===== src/rtl/sdram_rd_trunc_pkg.sv =====
package sdram_rd_trunc_pkg;
   // {RAS#, CAS#, WE#}
   typedef enum logic [2:0] {
      SDC_PRE  = 3'b010,
      SDC_READ = 3'b101,
      SDC_BST  = 3'b110,
      SDC_NOP  = 3'b111
   } sdc_e;
endpackage


===== src/rtl/sdram_rd_trunc_plan.sv =====
module sdram_rd_trunc_plan
   import sdram_rd_trunc_pkg::*;
#(
   parameter int LEN_W    = 6,
   parameter int FIXED_BL = 8
) (
   input  logic [LEN_W-1:0] req_len,
   input  logic             req_auto_pre,
   input  logic             cfg_full_page,
   input  logic             cfg_trunc_pre,
   output logic [LEN_W-1:0] eff_len,
   output logic             need_stop,
   output sdc_e             stop_cmd
);
   localparam logic [LEN_W-1:0] BL_L = LEN_W'(FIXED_BL);

   always_comb begin
      if (cfg_full_page) begin
         eff_len   = req_len;
         need_stop = 1'b1;
      end else if (req_auto_pre || (req_len >= BL_L)) begin
         eff_len   = BL_L;
         need_stop = 1'b0;
      end else begin
         eff_len   = req_len;
         need_stop = 1'b1;
      end
      stop_cmd = cfg_trunc_pre ? SDC_PRE : SDC_BST;
   end
endmodule


===== src/rtl/sdram_rd_trunc_timer.sv =====
module sdram_rd_trunc_timer
   import sdram_rd_trunc_pkg::*;
#(
   parameter int LEN_W  = 6,
   parameter int BA_W   = 2,
   parameter int COL_W  = 9,
   parameter int ADDR_W = 12,
   parameter int AP_BIT = 10
) (
   input  logic              clk,
   input  logic              rst_n,
   input  logic              req_valid,
   input  logic [BA_W-1:0]   req_bank,
   input  logic [COL_W-1:0]  req_col,
   input  logic              req_auto_pre,
   input  logic              cfg_cl3,
   input  logic [LEN_W-1:0]  eff_len,
   input  logic              need_stop,
   input  sdc_e              stop_cmd,
   output logic              busy,
   output sdc_e              cmd,
   output logic [BA_W-1:0]   ba,
   output logic [ADDR_W-1:0] addr,
   output logic              cap_en,
   output logic              cap_last
);
   localparam int CNT_W = LEN_W + 2;

   logic              active;
   logic [CNT_W-1:0]  cnt;
   logic [CNT_W-1:0]  lat_q;
   logic [CNT_W-1:0]  len_q;
   logic              stop_q;
   sdc_e              stop_cmd_q;
   logic [BA_W-1:0]   bank_q;
   logic              accept;
   logic              stop_now;
   logic [CNT_W-1:0]  win_end;
   logic [ADDR_W-1:0] rd_addr;

   assign accept   = req_valid && !active;
   assign win_end  = lat_q + len_q;
   assign cap_en   = active && (cnt >= lat_q) && (cnt < win_end);
   assign cap_last = active && (cnt == win_end - CNT_W'(1));
   assign stop_now = active && stop_q && ((cnt + CNT_W'(1)) == len_q);
   assign busy     = active;

   always_comb begin
      rd_addr                = '0;
      rd_addr[COL_W-1:0]     = req_col;
      rd_addr[AP_BIT]        = req_auto_pre;
   end

   always_ff @(posedge clk) begin
      if (!rst_n) begin
         active     <= 1'b0;
         cnt        <= '0;
         lat_q      <= '0;
         len_q      <= '0;
         stop_q     <= 1'b0;
         stop_cmd_q <= SDC_BST;
         bank_q     <= '0;
         cmd        <= SDC_NOP;
         ba         <= '0;
         addr       <= '0;
      end else begin
         cmd  <= SDC_NOP;
         ba   <= '0;
         addr <= '0;
         if (accept) begin
            active     <= 1'b1;
            cnt        <= '0;
            lat_q      <= cfg_cl3 ? CNT_W'(3) : CNT_W'(2);
            len_q      <= CNT_W'(eff_len);
            stop_q     <= need_stop;
            stop_cmd_q <= stop_cmd;
            bank_q     <= req_bank;
            cmd        <= SDC_READ;
            ba         <= req_bank;
            addr       <= rd_addr;
         end else if (active) begin
            cnt <= cnt + CNT_W'(1);
            if (stop_now) begin
               cmd <= stop_cmd_q;
               if (stop_cmd_q == SDC_PRE) ba <= bank_q;
            end
            if (cap_last) active <= 1'b0;
         end
      end
   end
endmodule


===== src/rtl/sdram_rd_trunc_capture.sv =====
module sdram_rd_trunc_capture #(
   parameter int DQ_W = 16
) (
   input  logic            clk,
   input  logic            rst_n,
   input  logic            cap_en,
   input  logic            cap_last,
   input  logic [DQ_W-1:0] dq_in,
   output logic [DQ_W-1:0] rd_data,
   output logic            rd_valid,
   output logic            rd_last
);
   always_ff @(posedge clk) begin
      if (!rst_n) begin
         rd_data  <= '0;
         rd_valid <= 1'b0;
         rd_last  <= 1'b0;
      end else begin
         rd_valid <= cap_en;
         rd_last  <= cap_en && cap_last;
         if (cap_en) rd_data <= dq_in;
      end
   end
endmodule


===== src/rtl/sdram_rd_trunc.sv =====
module sdram_rd_trunc
   import sdram_rd_trunc_pkg::*;
#(
   parameter int BA_W     = 2,
   parameter int COL_W    = 9,
   parameter int ADDR_W   = 12,
   parameter int AP_BIT   = 10,
   parameter int DQ_W     = 16,
   parameter int LEN_W    = 6,
   parameter int FIXED_BL = 8
) (
   input  logic                 clk,
   input  logic                 rst_n,
   input  logic                 req_valid,
   input  logic [BA_W-1:0]      req_bank,
   input  logic [COL_W-1:0]     req_col,
   input  logic [LEN_W-1:0]     req_len,
   input  logic                 req_auto_pre,
   input  logic                 cfg_cl3,
   input  logic                 cfg_full_page,
   input  logic                 cfg_trunc_pre,
   output logic                 busy,
   output logic [2:0]           sd_cmd,
   output logic [BA_W-1:0]      sd_ba,
   output logic [ADDR_W-1:0]    sd_addr,
   output logic [DQ_W/8-1:0]    sd_dqm,
   input  logic [DQ_W-1:0]      sd_dq_in,
   output logic [DQ_W-1:0]      rd_data,
   output logic                 rd_valid,
   output logic                 rd_last
);
   localparam int DQM_W = DQ_W / 8;

   if (AP_BIT < COL_W || AP_BIT >= ADDR_W) begin : g_bad_ap
      $error("AP_BIT must sit above the column bits and inside the address bus");
   end
   if (FIXED_BL < 1 || FIXED_BL >= (1 << LEN_W)) begin : g_bad_bl
      $error("FIXED_BL must be at least 1 and fit in LEN_W bits");
   end
   if (DQ_W < 8 || (DQ_W % 8) != 0) begin : g_bad_dq
      $error("DQ_W must be a whole number of bytes");
   end

   logic [LEN_W-1:0] eff_len;
   logic             need_stop;
   sdc_e             stop_cmd;
   sdc_e             cmd;
   logic             cap_en;
   logic             cap_last;

   sdram_rd_trunc_plan #(.LEN_W(LEN_W), .FIXED_BL(FIXED_BL)) u_plan (
      .req_len       (req_len),
      .req_auto_pre  (req_auto_pre),
      .cfg_full_page (cfg_full_page),
      .cfg_trunc_pre (cfg_trunc_pre),
      .eff_len       (eff_len),
      .need_stop     (need_stop),
      .stop_cmd      (stop_cmd)
   );

   sdram_rd_trunc_timer #(
      .LEN_W(LEN_W), .BA_W(BA_W), .COL_W(COL_W), .ADDR_W(ADDR_W), .AP_BIT(AP_BIT)
   ) u_timer (
      .clk          (clk),
      .rst_n        (rst_n),
      .req_valid    (req_valid),
      .req_bank     (req_bank),
      .req_col      (req_col),
      .req_auto_pre (req_auto_pre),
      .cfg_cl3      (cfg_cl3),
      .eff_len      (eff_len),
      .need_stop    (need_stop),
      .stop_cmd     (stop_cmd),
      .busy         (busy),
      .cmd          (cmd),
      .ba           (sd_ba),
      .addr         (sd_addr),
      .cap_en       (cap_en),
      .cap_last     (cap_last)
   );

   sdram_rd_trunc_capture #(.DQ_W(DQ_W)) u_cap (
      .clk      (clk),
      .rst_n    (rst_n),
      .cap_en   (cap_en),
      .cap_last (cap_last),
      .dq_in    (sd_dq_in),
      .rd_data  (rd_data),
      .rd_valid (rd_valid),
      .rd_last  (rd_last)
   );

   assign sd_cmd = cmd;
   assign sd_dqm = busy ? {DQM_W{1'b0}} : {DQM_W{1'b1}};
endmodule


===== config.mk =====
export PLATFORM = sky130hd
export DESIGN_NAME = sdram_rd_trunc
export DESIGN_NICKNAME = d
export VERILOG_FILES = /design/src/rtl/sdram_rd_trunc_pkg.sv /design/src/rtl/sdram_rd_trunc_plan.sv /design/src/rtl/sdram_rd_trunc_timer.sv /design/src/rtl/sdram_rd_trunc_capture.sv /design/src/rtl/sdram_rd_trunc.sv
export SDC_FILE = /design/constraint.sdc
export NUM_CORES = 1
export LEC_CHECK = 0
export ABC_AREA = 1
export BUFFER_PORTS_ARGS = -buffer_cell sky130_fd_sc_hd__buf_4
export CORE_ASPECT_RATIO = 0.5
export CORE_MARGIN = 3
export CORE_UTILIZATION = 47
export DETAILED_ROUTE_END_ITERATION = 16
export PLACE_DENSITY = 0.85
export SYNTH_ARGS = -nofsm -noshare
export SYNTH_HDL_FRONTEND = slang
export SYNTH_SLANG_ARGS = --single-unit

===== constraint.sdc =====
create_clock -name clk -period 2.4 [get_ports clk]
set_input_delay 0.36 -clock clk [delete_from_list [all_inputs] [get_ports clk]]
set_output_delay 0.36 -clock clk [all_outputs]
set_load 0.02 [all_outputs]

==> results.sh <==
export IMPL_outcome="completed"
export IMPL_r2r_start="u_timer.lat_q[0]"
export IMPL_seqPwrFrac_pct=39.2
export IMPL_arrival_ns=2.56
export IMPL_numCtsBuffers=5
export IMPL_slowest_stage="fa_2"
export IMPL_p_sw_mw=0.856
export IMPL_first_pass_iters=5
export IMPL_report_final_slew_viol_count=0
export IMPL_finalHoldViolCount=0
export IMPL_critPathRequiredTime_ns=2.59
export IMPL_drt_iter0_markers=247
export IMPL_worstPathCellList="ha_4 > inv_2 > fa_2 > inv_4 > nand2_4 > buf_6 > nand2_4 > ha_4 > nand2_1 > o21ai_2 > nand2_2 > nand3b_4 > nand3_4 > nand2_8 > clkinv_8 > nor2_4 > nor2_1"
export IMPL_regArea_sq_um=1090
export IMPL_worstSkewPairLatency_ns=0.29
export IMPL_ir_drop_v=0.000421
export IMPL_rsz0062_at_grt="true"
export IMPL_yosysMostFrequentCell="nand2_1"
export IMPL_nets=530
export IMPL_stdcell_count=551
export IMPL_portBuffers=75
export IMPL_cts_sinks=54
export IMPL_vias=2865
export IMPL_hold_start="cfg_trunc_pre"
export IMPL_gp_congestion=0.976
export IMPL_critical_path_class="reg2reg"
export IMPL_synth_edf_count=0
export IMPL_insertedDiodeCount=0
export IMPL_syn_cell_area_sq_um=2790
export IMPL_synth_distinct_cells=40
export IMPL_die_h_microns=60.5
export IMPL_fin_tns_setup_ns=0
export IMPL_grt_use_total_pct=20.6
export IMPL_htree_levels=2
export IMPL_critPathMaxFanout=8
export IMPL_max_freq_mhz=422
export IMPL_cp_start_kind="flop"
export IMPL_fin_worst_skew_ns=0.00559
export IMPL_dp_cells=534
export IMPL_ys_warn_count=0
export IMPL_syn_inst=381
export IMPL_synth_seq_cells=54
export IMPL_path_clk_slew_ns=0.07
export IMPL_tightest_slew_ns=0.660
export IMPL_cts_tree="built"
export IMPL_maxCapViolations=0
export IMPL_drive_gt1_share_pct=36.4
export IMPL_start_util_pct=49.8
export IMPL_p_comb_share_pct=30.3
export IMPL_synth_common_cells="63 x nand2_1, 59 x nor2_1, 54 x dfxtp_1, 48 x inv_1, 32 x o21ai_0"
export IMPL_swShare_pct=32.1
export IMPL_multiInputGateArea_sq_um=1610
export IMPL_avgSynthCellArea_sq_um=7.33
export IMPL_first_global_vias=2479
export IMPL_yosysTopAreaCellShare_pct=38.7
export IMPL_grt_max_degree=22
export IMPL_drc=0
export IMPL_internal_power_mw=1.81
export IMPL_avgViaCountPerCell=5.20
export IMPL_p_per_area_nw_per_um2=675
export IMPL_clockBufferDepth=2
export IMPL_ys_flop_type="dfxtp_1"
export IMPL_leakage_nw=1.88
export IMPL_hp_class="in2reg"
export IMPL_pwr_share_clk_pct=30.5
export IMPL_syn_to_final_growth_pct=41.3
export IMPL_io_pins=78
export IMPL_synth_area_top_cells="dfxtp_1 39%, nand2_1 8.5%, nor2_1 7.9%"
export IMPL_slew_headroom_pct=55.6
export IMPL_antenna_found_initial=0
export IMPL_rows=19
export IMPL_power_mw=2.67
export IMPL_core_sq_um=5610
export IMPL_ys_async_sr_fraction_pct=0
export IMPL_cts_root_buf="clkbuf_16"
export IMPL_final_min_clock_period_ns=2.37
export IMPL_dieWidth_microns=115
export IMPL_critPathMaxStageDelay_ns=0.37
export IMPL_routedWlPerCell_microns=14.0
export IMPL_setup_viol=0
export IMPL_grt_pass1_wl_mm=11.3
export IMPL_postRouteAntennaNets=0
export IMPL_n_fill_cell=433
export IMPL_synth_sequential_area_ratio_pct=38.7
export IMPL_whs_ns=0.264
export IMPL_dieArea_sq_um=6960
export IMPL_min_period_over_period_pct=98.8
export IMPL_grt_overflow_total=0
export IMPL_end_kind="flop"
export IMPL_synth_top_area_cell="dfxtp_1"
export IMPL_crit_path_start="u_timer.lat_q[0]"
export IMPL_hpwl_mm=5.50
export IMPL_routed_wl_mm=7.73
cell families after synthesis:
logic type               synth area share (%)
flip-flops                               38.7
AND/OR/NAND/NOR                          31.8
buffers and inverters                    11.2
XOR/XNOR                                 2.19
other                                   0.134
adder cells (fa/ha/maj)                  6.09
AO/OA/AOI/OAI                            9.85
stage by stage:
step	utilization, %	worst slack [ns]	area (sq um)
5_1_grt	70.4	-0.112	3950
2_1_floorplan	-	0.0000300	2820
6_report	70.4	0.0287	3950
3_3_place_gp	62.3	-0.0113	3490
4_1_cts	67.7	0.0243	3800
3_5_place_dp	62.3	-0.0973	3490
cell type report:
class / instances / share of cell area (%)
repair inverters: 1 / 0.285
clock inverters: 2 / 0.951
repair buffers: 98 / 19.2
well taps: 73 / 2.31
inverters: 54 / 5.61
clock buffers: 6 / 3.26
multi-input cells: 263 / 40.8
flip-flops and latches: 54 / 27.5
routing by layer:
| layer | wire length (microns) | up-vias | part of all wire, % | GRT usage [%] |
|---|---|---|---|---|
| met1 | 3350 | 1311 | 43 | 26.5 |
| met2 | 3700 | 122 | 48 | 36.8 |
| li1 | - | 1417 | - | - |
| met3 | 569 | 15 | 7.4 | 4.58 |
| met5 | 0 | - | 0 | 0 |
| met4 | 117 | 0 | 1.5 | 3.68 |
cells in the final DEF (no fill, tap or decap), types with 8 or more instances in the layout:
master,synthesis,final
a21oi_1,11,10
buf_4,4,94
dfxtp_1,54,51
inv_1,48,46
nand2_1,63,59
nand2_2,7,10
nand3_1,28,27
nand3_2,8,8
nor2_1,59,46
nor2_2,3,12
o21ai_0,32,15
o21ai_1,1,14
critical path, delay by kind of cell, from the launching register on:
kind                       cells  cell delay [ns]
adders and majority gates      3             0.62
AOI/OAI and AO/OA              1             0.13
and+or+nand+nor                9             0.80
buffers and inverters          4             0.34
DFF                            1             0.36
power groups by stage:
stage	combinational, mW	sequential, mW	clock [mW]
final	0.807	1.05	0.814
after global routing	0.881	1.05	0.851
after global placement	0.653	1.05	0
after floorplan	0.385	1.10	0
after CTS	0.731	1.04	0.821
after detailed placement	0.668	1.05	0
state kept, by name, indices dropped and copies added (netlist names), 2 cells and up:
| register | count |
|---|---|
| u_timer.len_q | 6 |
| u_timer.cmd | 3 |
| u_timer.ba | 2 |
| u_timer.bank_q | 2 |
| u_timer.cnt | 8 |
| u_cap.rd_data | 16 |
| u_timer.lat_q | 2 |
| u_timer.addr | 10 |
final timing paths:
path	slack, ns	to	cells after the start
max	0.03	u_cap.rd_data[11]	17
min	0.26	u_timer.stop_cmd_q[2]	2
max reg2reg	0.03	u_cap.rd_data[11]	17
min reg2reg	0.48	u_cap.rd_data[13]	2
repair_timing:
| action | 4_1_cts | 5_1_grt |
|---|---|---|
| endpoints found under the setup margin | 16 | 18 |
| setup buffers | 5 | 1 |
| pin swaps | 10 | 18 |
| resized for setup | 23 | 47 |
| hold buffers | 0 | 0 |
| cloned | 3 | 0 |
Note: power is estimated with default switching activity, not from simulation.
